## config.mk

```make
export PLATFORM = sky130hd
export DESIGN_NAME = dacbuf_core
export DESIGN_NICKNAME = d
export VERILOG_FILES = /design/src/rtl/dacbuf_pkg.sv /design/src/rtl/dacbuf_strobe_dec.sv /design/src/rtl/dacbuf_byte_latch.sv /design/src/rtl/dacbuf_out_reg.sv /design/src/rtl/dacbuf_core.sv
export SDC_FILE = /design/constraint.sdc
export NUM_CORES = 1
export LEC_CHECK = 0
export ABC_AREA = 1
export ABC_CLOCK_PERIOD_IN_PS = 1000
export BUFFER_PORTS_ARGS = -buffer_cell sky130_fd_sc_hd__buf_2
export CORE_UTILIZATION = 51
export DETAILED_ROUTE_END_ITERATION = 10
export PLACE_DENSITY = 0.77
export SLEW_MARGIN = 20
export SYNTH_ARGS = -nofsm -noshare
export SYNTH_HDL_FRONTEND = slang
export SYNTH_SLANG_ARGS = --single-unit
export TNS_END_PERCENT = 20
```

## constraint.sdc

```tcl
create_clock -name clk -period 1 [get_ports clk]
set_input_delay 0 -clock clk [delete_from_list [all_inputs] [get_ports clk]]
set_output_delay 0 -clock clk [all_outputs]
set_load 0.01 [all_outputs]
```

## src/rtl/dacbuf_pkg.sv

```systemverilog
// Shared types for the byte-loaded converter code register.
// Assumes: one clock domain; all enables are decoded as active-high.
package dacbuf_pkg;

    // Decoded per-clock commands derived from the active-low strobes.
    typedef struct packed {
        logic lat_en;   // a latch write happens this clock
        logic hi_en;    // the high latch is also written
        logic xfer_en;  // output register loads this clock
    } dacbuf_cmd_t;

endpackage

```

## src/rtl/dacbuf_strobe_dec.sv

```systemverilog
// Strobe decoder: turns the active-low host controls into active-high
// commands. Chip select qualifies write 1, and write 2 qualifies transfer.
// Assumes: inputs are already synchronous to the block clock.
module dacbuf_strobe_dec
    import dacbuf_pkg::*;
(
    input  logic        cs_n,
    input  logic        wr1_n,
    input  logic        wr2_n,
    input  logic        xfer_n,
    input  logic        byte_hi,
    output dacbuf_cmd_t cmd
);

    // Combine the strobe pairs into the three commands.
    always_comb begin
        cmd.lat_en  = !cs_n && !wr1_n;
        cmd.hi_en   = !cs_n && !wr1_n && byte_hi;
        cmd.xfer_en = !wr2_n && !xfer_n;
    end

endmodule

```

## src/rtl/dacbuf_byte_latch.sv

```systemverilog
// One input latch slice. It follows din on every clock while en is high
// and holds otherwise. The next-state value is exposed so that a downstream
// register loaded on the same clock sees the fresh data.
// Assumes: synchronous active-low reset.
module dacbuf_byte_latch #(
    parameter int W = 8
) (
    input  logic         clk,
    input  logic         rst_n,
    input  logic         en,
    input  logic [W-1:0] din,
    output logic [W-1:0] nxt,
    output logic [W-1:0] q
);

    // Select between the held value and the bus.
    always_comb begin
        nxt = en ? din : q;
    end

    // Register the slice with synchronous clear.
    always_ff @(posedge clk) begin
        if (!rst_n) q <= '0;
        else        q <= nxt;
    end

endmodule

```

## src/rtl/dacbuf_out_reg.sv

```systemverilog
// Output code register: loads the assembled word when load is high and
// holds otherwise.
// Assumes: synchronous active-low reset; din is already the fresh word.
module dacbuf_out_reg #(
    parameter int W = 16
) (
    input  logic         clk,
    input  logic         rst_n,
    input  logic         load,
    input  logic [W-1:0] din,
    output logic [W-1:0] q
);

    // Load or hold the converter code.
    always_ff @(posedge clk) begin
        if (!rst_n)    q <= '0;
        else if (load) q <= din;
    end

endmodule

```

## src/rtl/dacbuf_core.sv

```systemverilog
// Top of the double-buffered byte-loaded code register. Two byte slices
// are built by a generate loop. Slice 0 (low) is written on every enabled
// write; slice 1 (high) only when the byte select is high. The output
// register takes {slice1, slice0} next-state values on transfer.
// Assumes: all inputs synchronous to clk; reset synchronous active low.
module dacbuf_core
    import dacbuf_pkg::*;
#(
    parameter int BUS_W = 8
) (
    input  logic               clk,
    input  logic               rst_n,
    input  logic               cs_n,
    input  logic               wr1_n,
    input  logic               wr2_n,
    input  logic               xfer_n,
    input  logic               byte_hi,
    input  logic [BUS_W-1:0]   bus_in,
    output logic [2*BUS_W-1:0] code
);

    localparam int NSLICE = 2;
    localparam int CODE_W = NSLICE * BUS_W;

    dacbuf_cmd_t              cmd;
    logic [NSLICE-1:0]        slice_en;
    logic [BUS_W-1:0]         slice_nxt [NSLICE];
    logic [BUS_W-1:0]         slice_q   [NSLICE];
    logic [BUS_W-1:0]         hi_q;
    logic [BUS_W-1:0]         lo_q;
    logic [CODE_W-1:0]        word_nxt;

    dacbuf_strobe_dec u_dec (
        .cs_n    (cs_n),
        .wr1_n   (wr1_n),
        .wr2_n   (wr2_n),
        .xfer_n  (xfer_n),
        .byte_hi (byte_hi),
        .cmd     (cmd)
    );

    // Per-slice enables: low slice on any write, high slice on a select.
    always_comb begin
        slice_en[0] = cmd.lat_en;
        slice_en[1] = cmd.hi_en;
    end

    for (genvar g = 0; g < NSLICE; g++) begin : g_slice
        dacbuf_byte_latch #(.W(BUS_W)) u_lat (
            .clk   (clk),
            .rst_n (rst_n),
            .en    (slice_en[g]),
            .din   (bus_in),
            .nxt   (slice_nxt[g]),
            .q     (slice_q[g])
        );
    end

    // Assemble the word from fresh slice values; expose held halves.
    always_comb begin
        word_nxt = {slice_nxt[1], slice_nxt[0]};
        hi_q     = slice_q[1];
        lo_q     = slice_q[0];
    end

    dacbuf_out_reg #(.W(CODE_W)) u_out (
        .clk   (clk),
        .rst_n (rst_n),
        .load  (cmd.xfer_en),
        .din   (word_nxt),
        .q     (code)
    );

endmodule

```

==> results.txt <==
----------------------------------------------------
[Run status]
  Status ... complete, no violations

[Logic synthesis]
  Proportion of netlist area held by the largest area contributor ... 50.0%
  Area leader, netlist ... sky130_fd_sc_hd__dfxtp_1
  Syn. warnings ... 0
  Net count of the mapped netlist ... 196
  Number of library cell types mapped by synthesis ... 14
  Seq cells post-synth ... 32
  Mapped Cells ... 181
  Post-Syn Area ... 1280 µm²
  Post-Syn Area per Cell ... 7.09 µm²
  Sequential area share after synthesis ... 50.0%
  Ranking of synthesized cells by area ... sky130_fd_sc_hd__dfxtp_1 (50%), sky130_fd_sc_hd__nand2_1 (12%), sky130_fd_sc_hd__nor2_1 (12%)

[Clock tree]
  H-tree Lvls ... 2
  Number of sinks driven by the clock tree ... 32
  Clock buffer depth ... 2
  CTS clk-pin slew, worst paths ... 100 ps
  CTS root buf ... sky130_fd_sc_hd__clkbuf_4
  CTS tree ... yes
  Clock latency at the later pin of the worst-skew pair ... 330 ps
  Number of buffers inserted during clock tree synthesis ... 5

[Worst setup path]
  Largest fanout of any net on the critical path ... 5
  Worst Setup End Kind ... register
  Register-to-register path setup slack ... 180 ps
  Capturing instance or port of the critical path ... u_out.q[8]$_SDFFE_PN0P_
  Critical Path Start Type ... input pin
  WS Path Type ... input pin to register
  Source of the worst register-to-register timing path ... g_slice[0].u_lat.q[6]$_SDFF_PN0_
  Cell depth of the worst flop-to-flop path ... 4
  RR Endpoint ... u_out.q[6]$_SDFFE_PN0P_
  WP data arrival ... 1140 ps
  Data required time at the worst endpoint ... 1250 ps
  Launch point of the critical path ... byte_hi

[Timing]
  Fin. Hold Viols ... 0
  Setup repair after global routing missed its margin ... no
  Min Tclk post-route ... 897 ps
  Post-Route Skew ... 6.30 ps
  Final period util ... 89.7%
  Relative max-transition margin ... 83.8%
  Final count of negative-setup-slack endpoints ... 0
  Number of max-slew violations in the final report ... 0
  Maximum frequency from static timing analysis ... 1110 MHz
  Worst hold-check slack ... 91.7 ps
  Transition time of the tightest slew-check pin ... 240 ps
  Total negative setup slack ... 0 ps

[Final layout]
  End-of-flow core utilization ... 71.9%
  Final #Nets ... 237
  Diodes inserted ... 0
  Area added between synthesis and finish ... 28.9%
  Ratio of cells with drive above 1 in the final layout ... 21.5%
  Top library cells by usage in the layout, fill and taps aside ... sky130_fd_sc_hd__nand2_1 (40), sky130_fd_sc_hd__nor2_1 (40), sky130_fd_sc_hd__dfxtp_1 (32), sky130_fd_sc_hd__buf_2 (30), sky130_fd_sc_hd__inv_1 (25)

[Job]
  Maximum Capacitance Violations ... 0

[Floorplan]
  Die height ... 52.1 µm
  Core box area ... 2300 µm²
  Ports placed on the boundary ... 31
  DIE AREA ... 2720 µm²
  Floorplan row count ... 17
  Effective utilization at floorplan ... 55.8%
  Die Width ... 52.1 µm

[Detailed routing]
  Final antenna-violating net count ... 0
  Total wirelength of the detailed-routed design ... 2540 µm
  DRC marker count from the first detailed-route iteration ... 23
  First drt pass iteration count ... 6
  Overall via count from detail_route ... 1,197
  Average detailed-routed wire length per instance ... 10.1 µm
  Post-detailed-route DRC marker count ... 0
  Vias/cell ... 4.77

[GRT]
  Total congestion overflow ... 0
  Maximum number of pins on one net before global-route repair ... 33
  Initial antenna violation count ... 0
  Wire length of the first global-routing pass ... 4440 µm
  Via count of the first global-routing pass ... 1,123
  Tot GR Track Use ... 22.8%

[Power and ir drop]
  Ratio of total power to cell area ... 1640 nW/µm²
  Worst voltage drop across the vdd grid ... 1580 µV
  Static leakage power ... 0.875 nW

[Worst hold path]
  Type of the most critical hold path ... input pin to register

[Placement]
  Sum of net half-perimeters after detailed placement ... 1700 µm
  I/O Buffers ... 30
  GP Congestion ... 0.772

----------------------------------------------------
## metal layers
layer | vias up | part of all wire [%] | GRT usage [%]
met4 | 0 | 1.9 | 13.6
met2 | 31 | 46 | 36.3
met1 | 530 | 48 | 27.1
met5 | - | 0 | 0
met3 | 5 | 4.3 | 6.14
li1 | 631 | - | -
## where the power goes
part	internal (mW)	switching [mW]
clock	0.524	0.431
combinational	0.171	0.209
sequential	1.35	0.0279
total	2.04	0.668
## final cells by class
class | count | area (µm²)
Clock buffer | 6 | 41.3
Clock inverter | 2 | 35.0
Inverter | 25 | 93.8
Timing Repair Buffer | 43 | 308
Multi-Input combinational cell | 115 | 499
Tap cell | 28 | 35.0
Fill cell | 185 | 644
Sequential cell | 32 | 641
## flip-flops by register name, summed over array words and instances (netlist names)
name,cells
u_out.q,16
g_slice.u_lat.q,16
## worst max-delay path, stage by stage
cell and delay [ps]:
sky130_fd_sc_hd__dlygate4sd3_1 540, sky130_fd_sc_hd__buf_2 160, sky130_fd_sc_hd__buf_4 150, sky130_fd_sc_hd__nand3_1 100, sky130_fd_sc_hd__nand3_1 90, sky130_fd_sc_hd__nand2_1 70
sky130_fd_sc_hd__inv_1 30
## timing repair
action | CTS | global route
gates resized for setup | 0 | 1
setup endpoints to repair | 0 | 8
hold endpoints to repair | 8 | 0
buffers inserted | 0 | 0
hold buffers | 9 | 0
## per-stage QoR
step | total power, mW | area, µm² | setup WS [ps] | cells
final | 2.71 | 1650 | 103 | 251
after global routing | 2.83 | 1650 | 57.5 | 251
after CTS | 2.72 | 1650 | 63.1 | 251
after detailed placement | 1.76 | 1480 | 117 | 234
after global placement | 1.74 | 1480 | 150 | 234
after floorplan | 1.63 | 1280 | 284 | 181
## synthesized netlist by cell type, drive strengths merged
| library cell | count |
|---|---|
| inv | 25 |
| nand3 | 16 |
| nand2 | 41 |
| clkbuf | 4 |
| a21oi | 8 |
| buf | 5 |
| o21ai | 8 |
| dfxtp | 32 |
| nor2 | 42 |
## worst min path at each step
stage,cells past startpoint,from,to
final,4,rst_n,g_slice[0].u_lat.q[5]$_SDFF_PN0_
after global placement,3,bus_in[6],g_slice[1].u_lat.q[6]$_SDFF_PN0_
after CTS,4,rst_n,g_slice[0].u_lat.q[5]$_SDFF_PN0_
after global routing,4,rst_n,g_slice[0].u_lat.q[5]$_SDFF_PN0_
after floorplan,2,bus_in[0],g_slice[1].u_lat.q[0]$_SDFF_PN0_
after detailed placement,3,bus_in[6],g_slice[1].u_lat.q[6]$_SDFF_PN0_
## logic make-up after synthesis
| group | synth area share (%) |
|---|---|
| flip-flops | 50.0 |
| AO/OA/AOI/OAI | 7.41 |
| buffers and inverters | 11.3 |
| AND/OR/NAND/NOR | 31.3 |
No activity file was read; power rests on OpenSTA's default activity.
